<file path="src/rtl/vpf_pkg.sv">
package vpf_pkg;
  localparam int unsigned REG_SP_CODE = 31;

  typedef struct packed {
    logic       write;
    logic [1:0] level;
    logic       stream;
  } pf_hint_t;

  typedef enum logic [1:0] {
    ST_IDLE = 2'd0,
    ST_RUN  = 2'd1
  } walk_state_t;
endpackage

</file>
<file path="src/rtl/vpf_decode.sv">
module vpf_decode
  import vpf_pkg::*;
(
  input  logic [31:0] instr,
  output logic        idx_illegal,
  output logic        base_is_sp,
  output pf_hint_t    hint
);
  logic [4:0] idx_field;
  logic [4:0] base_field;
  logic [3:0] op_field;
  logic       unused_fields;

  assign idx_field  = instr[20:16];
  assign base_field = instr[9:5];
  assign op_field   = instr[3:0];

  assign idx_illegal = (idx_field == 5'(REG_SP_CODE));
  assign base_is_sp  = (base_field == 5'(REG_SP_CODE));

  always_comb begin
    hint.write  = op_field[3];
    hint.level  = op_field[2:1];
    hint.stream = op_field[0];
  end

  assign unused_fields = ^{instr[31:21], instr[15:10], instr[4]};
endmodule

</file>
<file path="src/rtl/vpf_lane_pick.sv">
module vpf_lane_pick #(
  parameter int NELEM = 32,
  localparam int EW = $clog2(NELEM) + 1
) (
  input  logic [NELEM-1:0] lanes,
  input  logic [EW-1:0]    cursor,
  output logic             found,
  output logic [EW-1:0]    next_lane
);
  logic [NELEM-1:0] eligible;

  for (genvar i = 0; i < NELEM; i++) begin : g_mask
    assign eligible[i] = lanes[i] && (EW'(i) >= cursor);
  end

  always_comb begin
    found     = 1'b0;
    next_lane = '0;
    for (int i = NELEM - 1; i >= 0; i--) begin
      if (eligible[i]) begin
        found     = 1'b1;
        next_lane = EW'(i);
      end
    end
  end
endmodule

</file>
<file path="src/rtl/vpf_addr_gen.sv">
module vpf_addr_gen #(
  parameter int AW = 64,
  parameter int EW = 6
) (
  input  logic [AW-1:0] base,
  input  logic [AW-1:0] index,
  input  logic [EW-1:0] elem,
  output logic [AW-1:0] addr
);
  logic [AW-1:0] run_idx;

  assign run_idx = index + AW'(elem);
  assign addr    = base + (run_idx << 1);
endmodule

</file>
<file path="src/rtl/vpf_walker.sv">
module vpf_walker
  import vpf_pkg::*;
#(
  parameter int MAX_VL = 512,
  parameter int AW = 64,
  localparam int PRED_W = MAX_VL / 8,
  localparam int VLW = $clog2(MAX_VL) + 1
) (
  input  logic              clk,
  input  logic              rst,
  input  logic              start_valid,
  output logic              start_ready,
  input  logic [31:0]       instr,
  input  logic [AW-1:0]     base_val,
  input  logic [AW-1:0]     index_val,
  input  logic [AW-1:0]     sp_val,
  input  logic [PRED_W-1:0] pred,
  input  logic [VLW-1:0]    vlen,
  output logic              req_valid,
  input  logic              req_ready,
  output logic [AW-1:0]     req_addr,
  output logic              req_write,
  output logic [1:0]        req_level,
  output logic              req_stream,
  output logic              done,
  output logic              undef
);
  localparam int NELEM = MAX_VL / 16;
  localparam int EW = $clog2(NELEM) + 1;
  localparam logic [PRED_W-1:0] ODD_BITS = {NELEM{2'b10}};

  walk_state_t       state_q;
  logic [NELEM-1:0]  lanes_q;
  logic [NELEM-1:0]  lanes_in;
  logic [EW-1:0]     cursor_q;
  logic [EW-1:0]     elem_cnt;
  logic [AW-1:0]     base_q;
  logic [AW-1:0]     index_q;
  pf_hint_t          hint_q;
  pf_hint_t          hint_in;
  logic              idx_illegal;
  logic              base_is_sp;
  logic              any_active;
  logic              accept;
  logic              slot_free;
  logic              pick_found;
  logic [EW-1:0]     pick_lane;
  logic [AW-1:0]     next_addr;
  logic              unused_top;

  vpf_decode u_dec (
    .instr      (instr),
    .idx_illegal(idx_illegal),
    .base_is_sp (base_is_sp),
    .hint       (hint_in)
  );

  assign elem_cnt = EW'(vlen >> 4);

  for (genvar e = 0; e < NELEM; e++) begin : g_lane
    assign lanes_in[e] = pred[2*e] && (EW'(e) < elem_cnt);
  end

  assign any_active = |lanes_in;
  assign unused_top = ^(pred & ODD_BITS);

  vpf_lane_pick #(.NELEM(NELEM)) u_pick (
    .lanes    (lanes_q),
    .cursor   (cursor_q),
    .found    (pick_found),
    .next_lane(pick_lane)
  );

  vpf_addr_gen #(.AW(AW), .EW(EW)) u_agen (
    .base (base_q),
    .index(index_q),
    .elem (pick_lane),
    .addr (next_addr)
  );

  assign start_ready = (state_q == ST_IDLE);
  assign accept      = start_valid && start_ready;
  assign slot_free   = !req_valid || req_ready;

  always_ff @(posedge clk) begin
    if (rst) begin
      state_q    <= ST_IDLE;
      lanes_q    <= '0;
      cursor_q   <= '0;
      base_q     <= '0;
      index_q    <= '0;
      hint_q     <= '0;
      req_valid  <= 1'b0;
      req_addr   <= '0;
      req_write  <= 1'b0;
      req_level  <= 2'd0;
      req_stream <= 1'b0;
      done       <= 1'b0;
      undef      <= 1'b0;
    end else begin
      done  <= 1'b0;
      undef <= 1'b0;
      unique case (state_q)
        ST_IDLE: begin
          if (accept) begin
            if (idx_illegal) begin
              done  <= 1'b1;
              undef <= 1'b1;
            end else begin
              state_q  <= ST_RUN;
              lanes_q  <= lanes_in;
              cursor_q <= '0;
              hint_q   <= hint_in;
              if (any_active) begin
                base_q  <= base_is_sp ? sp_val : base_val;
                index_q <= index_val;
              end
            end
          end
        end
        ST_RUN: begin
          if (slot_free) begin
            if (pick_found) begin
              req_valid  <= 1'b1;
              req_addr   <= next_addr;
              req_write  <= hint_q.write;
              req_level  <= hint_q.level;
              req_stream <= hint_q.stream;
              cursor_q   <= pick_lane + EW'(1);
            end else begin
              req_valid <= 1'b0;
              done      <= 1'b1;
              state_q   <= ST_IDLE;
            end
          end
        end
        default: state_q <= ST_IDLE;
      endcase
    end
  end
endmodule

</file>
<file path="config.mk">
export PLATFORM = sky130hd
export DESIGN_NAME = vpf_walker
export DESIGN_NICKNAME = d
export VERILOG_FILES = /design/src/rtl/vpf_pkg.sv /design/src/rtl/vpf_decode.sv /design/src/rtl/vpf_lane_pick.sv /design/src/rtl/vpf_addr_gen.sv /design/src/rtl/vpf_walker.sv
export SDC_FILE = /design/constraint.sdc
export NUM_CORES = 1
export LEC_CHECK = 0
export ABC_CLOCK_PERIOD_IN_PS = 6100
export CAP_MARGIN = 10
export CORE_MARGIN = 4
export CORE_UTILIZATION = 47
export CTS_BUF_LIST = sky130_fd_sc_hd__clkbuf_8
export DETAILED_ROUTE_END_ITERATION = 10
export PLACE_DENSITY = 0.88
export SYNTH_ARGS = -nofsm -noshare
export SYNTH_HDL_FRONTEND = slang
export SYNTH_SLANG_ARGS = --single-unit
export TNS_END_PERCENT = 1
</file>
<file path="constraint.sdc">
create_clock -name clk -period 6.1 [get_ports clk]
set_clock_uncertainty 0.1 [all_clocks]
set_input_delay 0.915 -clock clk [delete_from_list [all_inputs] [get_ports clk]]
set_output_delay 0.915 -clock clk [all_outputs]
set_load 0.03 [all_outputs]
</file>
==> run summary, run 1 <==
status -> complete, but fails checks
failing checks -> negative setup slack
Compound-Gate Fraction of Synth Area -> 22.02%
VDD IR max -> 0.0001778 V
GP Congestion -> 0.9542
Final Util -> 71.60%
CP arrival -> 6.71 ns
core area -> 32700 sq um
Hold Buf Count CTS -> 0
#FFs+latches synth -> 241
critical path startpoint category -> flip-flop
Finish-stage setup viols -> 15
number of antenna violations at the first check in global routing -> 1
clk sinks -> 241
Avg Cell Area, Syn -> 7.876 sq um
TritonCTS clock tree -> yes
EDFF count, synth -> 0
Routed Antenna Nets -> 0
num rows -> 66
clk_lat worst skew -> 0.56 ns
Required @ worst endpoint -> 6.41 ns
Fin. Hold Viols -> 0
DIE HEIGHT -> 190.4 microns
first-pass GRT wire length -> 90.72 mm
Post-Synth Simple-Gate Area -> 21.60%
I/O pins -> 374
Max Cap Viol -> 0
top-count cell post-synth -> dfxtp_1
worst slew pin tran -> 1.036 ns
Mapped Area -> 15630 sq um
synth top area cells -> dfxtp_1 31%, mux2i_1 8.1%, a21oi_1 6.0%
Mapped Nets -> 2359
area leader, netlist -> dfxtp_1
final setup TNS -> -2.014 ns
Post-Synth Adder-Cell Area -> 6.050%
clock slew at reported path FFs -> 0.06 ns
Mapped Cells -> 1985
Main synth FF type -> dfxtp_1
Worst slew margin -> 30.31%
most common library cells after synthesis -> 241 x dfxtp_1, 230 x nor2_1, 223 x nand2_1
fraction of layout cells with a size suffix above 1 -> 22.76%
Post-Synth XOR/XNOR Area -> 6.162%
Initial Util -> 47.81%
routed wire length -> 58.18 mm
number of global-route vias before repair -> 17650
clk root buf -> clkbuf_8
area grow syn2layout -> 49.77%
crit path time final -> 6.400 ns
H-tree depth -> 2
DR vias -> 17550
largest net degree at the start of global routing -> 123
CTS Buffer Depth -> 3
die area -> 36240 sq um
largest family of logic cells by synthesized area -> compound AO/OA/AOI/OAI gates
fin. max-slew vios -> 0
Critical Path Fanout Max -> 8
top cell type's share of synthesized area -> 30.86%
CP Class -> reg -> reg
DP Wirelength -> 43.83 mm
Crit. End Element -> flip-flop
TritonCTS Buffers -> 43
Worst Setup Slack, final -> -0.3002 ns
Achievable Freq -> 0.1562 GHz
sequential fraction of the synthesis area -> 30.86%
post-route cell area -> 23420 sq um
pre-CTS setup slack -> -0.6829 ns
RSZ-0062 raised after global routing -> yes
fin crit share -> 104.9%
Congestion Overflow GR -> 0
DP Area -> 21410 sq um
GRT Resource Usage Total -> 30.34%
TritonRoute pass-1 iters -> 5
drt wl/cell -> 18.82 microns
Fill cells -> 2471
mux cell area share after synthesis -> 8.347%
initial drt markers -> 1286
Power Dens Cells -> 236.0 nW/um^2
Netlist cell types -> 92
Remaining DRCs -> 0
number of port buffers -> 318
Leak -> 10.16 nW
die span in x -> 190.4 microns
Final #Nets -> 2992
Hold WC Path Type -> reg -> reg
Ys Warns -> 0
vias per cell -> 5.677
async set or reset register ratio after synthesis -> 0%
[worst max-delay path, cell delays in order, from the launching register on]
cell and delay [ns]:
dfxtp_4 0.38, or3_4 0.42, nor2_1 0.25, a211oi_2 0.14, o311a_1 0.15, o31a_1 0.13, a211oi_2 0.22, o31a_1 0.19
a21oi_2 0.05, buf_4 0.15, fa_2 0.38, a21o_1 0.16, a21o_1 0.19, a21o_4 0.26, buf_6 0.14, nand4_1 0.09
xnor2_1 0.08, ha_1 0.39, nand3_2 0.12, and4_4 0.23, or4_4 0.51, o211a_4 0.31, nor4_4 0.35, nor2_2 0.08
o221ai_2 0.17, nor4_1 0.08, or4_1 0.52
[state kept, by name, summed over array words and instances (netlist names)]
register and count:
base_q 64, req_addr 64, index_q 63, lanes_q 32, cursor_q 6, hint_q 4, req_level 2, done 1
req_stream 1, req_valid 1, req_write 1, state_q 1, undef 1
[per-layer routing]
metal  part of all wire, %  vias up  GRT usage, %
met2                    48      652         52.16
met5                     0        -             0
met4                   4.6        0         13.04
met1                    42     8325         38.21
li1                      -     8418             -
met3                   5.6      159         4.028
[cell type report]
| cell class | instances | area (sq um) | area share [%] |
|---|---|---|---|
| Tap cell | 442 | 553.0 | 2.362 |
| Inverter | 42 | 157.7 | 0.6733 |
| Timing Repair Buffer | 719 | 6316 | 26.97 |
| Sequential cell | 241 | 4842 | 20.68 |
| Antenna cell | 1 | 2.502 | 0.01069 |
| Clock inverter | 22 | 219.0 | 0.9351 |
| Multi-Input combinational cell | 1571 | 10580 | 45.19 |
| Clock buffer | 54 | 743.2 | 3.174 |
[power breakdown]
| group | switching [mW] | total [mW] | internal [mW] | leakage [nW] |
|---|---|---|---|---|
| logic | 0.995 | 2.01 | 1.01 | 7.64 |
| registers | 0.113 | 1.81 | 1.70 | 1.98 |
| clock network | 0.700 | 1.71 | 1.01 | 0.544 |
| total | 1.81 | 5.53 | 3.72 | 10.2 |
[per-stage QoR]
| stage | hold slack, ns | power (mW) | instances |
|---|---|---|---|
| final | 0.3495 | 5.526 | 3092 |
| after global routing | 0.3726 | 5.757 | 3092 |
| after CTS | 0.3526 | 5.433 | 3085 |
| after detailed placement | 0.3453 | 3.533 | 2952 |
| after global placement | 0.3361 | 3.485 | 2952 |
| after floorplan | 0.3277 | 2.751 | 1985 |
[worst paths after layout]
kind,from,to,slack (ns),cells past startpoint
worst min-delay path,hint_q[2]$_SDFFE_PP0P_,req_level[1]$_SDFFE_PP0P_,0.35,2
worst max-delay path,cursor_q[3]$_SDFFE_PP0P_,req_addr[61]$_SDFFE_PP0P_,-0.30,26
worst max register to register,cursor_q[3]$_SDFFE_PP0P_,req_addr[61]$_SDFFE_PP0P_,-0.30,26
worst min register to register,hint_q[2]$_SDFFE_PP0P_,req_level[1]$_SDFFE_PP0P_,0.35,2
[kinds of logic after synthesis]
| family | Yosys count |
|---|---|
| compound gates | 531 |
| xor+xnor | 110 |
| simple gates | 725 |
| mux | 130 |
| buf+inv | 173 |
| flops | 241 |
| fa+ha+maj | 75 |
[timing repair]
action	4_1_cts	5_1_grt
pin swaps	41	26
setup endpoints to repair	40	45
resized for setup	74	65
gates cloned	0	0
hold endpoints to repair	0	0
buffers inserted	58	7
[placed cells by master (no fill, tap or decap), drive strengths merged, types with 9 or more instances in the layout]
master         instances
buf                  402
clkdlybuf4s50        317
dfxtp                241
nor2                 231
nand2                223
a21oi                188
mux2i                127
o21ai                 83
a211oi                82
nand3                 81
xnor2                 72
ha                    70
inv                   55
clkbuf                54
nand4                 38
xor2                  38
a21o                  35
nor3                  25
and3                  24
o21a                  18
o21bai                17
and2                  17
o211ai                16
nor2b                 13
a31oi                 13
nor4                  12
or3                   12
or2                    9
No activity file was read; power rests on OpenSTA's default activity.
==> run 2, diff against run 1 <==
--- a/config.mk
+++ b/config.mk
@@ -12,6 +12,7 @@
 export CTS_BUF_LIST = sky130_fd_sc_hd__clkbuf_8
 export DETAILED_ROUTE_END_ITERATION = 10
 export PLACE_DENSITY = 0.88
+export SLEW_MARGIN = 30
 export SYNTH_ARGS = -nofsm -noshare
 export SYNTH_HDL_FRONTEND = slang
 export SYNTH_SLANG_ARGS = --single-unit
==> run 2 against run 1 <==
  * Clock-buffer cell count is the same
  * Largest cell class unchanged
  * First-iteration DRC count shrank 4.8%
  * The run still ends with negative setup slack left
  * Fmax grew 0.10%
==> run summary, run 2 (synthesis gave the netlist of run 1 again) <==
status -> complete, but fails checks
failing checks -> negative setup slack
Fill cells -> 2467
most common cell after layout, fill and taps aside -> buf_4
Critical Path Start -> cursor_q[3]$_SDFFE_PP0P_
Achievable Freq -> 0.1564 GHz
worst reg-to-reg setup slack -> -0.29 ns
Required @ worst endpoint -> 6.40 ns
Leak -> 10.16 nW
critical path startpoint category -> flip-flop
fin. max-slew vios -> 0
clk root buf -> clkbuf_8
Final #Nets -> 2992
Max Cap Viol -> 0
Slowest cell on crit path -> or4_1
num rows -> 66
CTS Buffer Depth -> 3
Worst Setup Slack, final -> -0.2935 ns
cell count after placement -> 2952
Pwr Total -> 5.523 mW
RSZ-0062 raised after global routing -> yes
H-tree depth -> 2
FF+latch area -> 4842 sq um
Largest regs -> base_q (64), req_addr (64), index_q (63)
Hold WC Path Type -> reg -> reg
DP Wirelength -> 43.83 mm
core area -> 32700 sq um
first-pass GRT wire length -> 90.72 mm
clock slew at reported path FFs -> 0.06 ns
Worst slew margin -> 35.15%
Top Family by Delay on Critical Path -> simple AND/OR/NAND/NOR gates
CP arrival -> 6.70 ns
Crit Reg-Reg Startpoint -> cursor_q[3]$_SDFFE_PP0P_
number of port buffers -> 318
Final Util -> 71.62%
crit path time final -> 6.393 ns
GRT Resource Usage Total -> 30.34%
Initial Util -> 47.81%
Routed Antenna Nets -> 0
Congestion Overflow GR -> 0
number of global-route vias before repair -> 17650
area grow syn2layout -> 49.81%
GP Congestion -> 0.9542
DR vias -> 17580
Remaining DRCs -> 0
initial drt markers -> 1224
Power Dens Cells -> 235.8 nW/um^2
worst hold endpoint -> req_level[1]$_SDFFE_PP0P_
routed wire length -> 58.09 mm
VDD IR max -> 0.0001774 V
worst slew pin tran -> 0.9727 ns
Hold Crit Start -> hint_q[2]$_SDFFE_PP0P_
DIE HEIGHT -> 190.4 microns
Worst path max stage delay -> 0.52 ns
Fin. Hold Viols -> 0
RR Endpoint -> req_addr[61]$_SDFFE_PP0P_
TritonCTS Buffers -> 43
die span in x -> 190.4 microns
largest net degree at the start of global routing -> 123
Reg2Reg Depth -> 26
fin crit share -> 104.8%
vias per cell -> 5.685
CP Class -> reg -> reg
die area -> 36240 sq um
hold path cells -> 2
clk sinks -> 241
Crit. End Element -> flip-flop
TritonRoute pass-1 iters -> 5
drt wl/cell -> 18.79 microns
Bufs and invs on worst path -> 3
Final Non-Filler Cells -> 3092
fraction of layout cells with a size suffix above 1 -> 22.80%
Finish-stage setup viols -> 15
Hold Buf Count CTS -> 0
I/O pins -> 374
number of antenna violations at the first check in global routing -> 1
Critical Path Fanout Max -> 8
Multi-input gate area -> 10590 sq um
commonest cells after routing, fill and taps aside -> 379 x buf_4, 317 x clkdlybuf4s50_1, 235 x dfxtp_1
TritonCTS clock tree -> yes
clk_lat worst skew -> 0.55 ns
==> run 2: power by group <==
group / internal [mW] / leakage (nW) / total [mW] / switching [mW]
sequential: 1.70 / 1.98 / 1.82 / 0.113
clock: 1.01 / 0.544 / 1.70 / 0.699
combinational: 1.01 / 7.64 / 2.00 / 0.993
total: 3.72 / 10.2 / 5.52 / 1.80
==> run 2: timing repair <==
action	CTS	global route
buffers inserted	58	7
endpoints found under the hold margin	0	0
pin swaps	41	26
endpoints found under the setup margin	40	45
resized for setup	74	65
==> run 2: worst max-delay path by stage <==
stage	end	depth (start not counted)
after detailed placement	req_addr[61]$_SDFFE_PP0P_	31
after floorplan	req_addr[61]$_SDFFE_PP0P_	29
after global placement	req_addr[61]$_SDFFE_PP0P_	29
after global routing	req_addr[61]$_SDFFE_PP0P_	26
after CTS	req_addr[61]$_SDFFE_PP0P_	28
final	req_addr[61]$_SDFFE_PP0P_	26
==> run 2: final cells by class <==
class                   count  area share [%]
diodes                      1         0.01068
clock buffers              54           3.173
clock inverters            22          0.9349
inverters                  42          0.6731
multi-input cells        1571           45.21
flip-flops and latches    241           20.67
well taps                 442           2.361
repair buffers            719           26.97
==> run 2: per-layer routing <==
| layer | share of wire, % | track usage (%) |
|---|---|---|
| met1 | 41 | 38.21 |
| met2 | 48 | 52.16 |
| met3 | 6.0 | 4.028 |
| met4 | 4.7 | 13.04 |
| met5 | 0 | 0 |
==> run 2: worst min-delay path, delay by kind of cell (launching register included) <==
kind | cells | cell delay (ns)
compound gates | 1 | 0.05
flops | 1 | 0.31
simple gates | 1 | 0.05
==> run 2: through the flow <==
stage	setup WS, ns	setup TNS (ns)	hold WS, ns	cell area, sq um
final	-0.2935	-1.825	0.3492	23420
after detailed placement	-0.6829	-11.31	0.3453	21410
after floorplan	-0.002176	-0.002176	0.3277	15740
after global placement	-0.4148	-5.547	0.3361	21410
after global routing	-0.6177	-11.16	0.3726	23420
after CTS	-0.1260	-0.2705	0.3526	23100
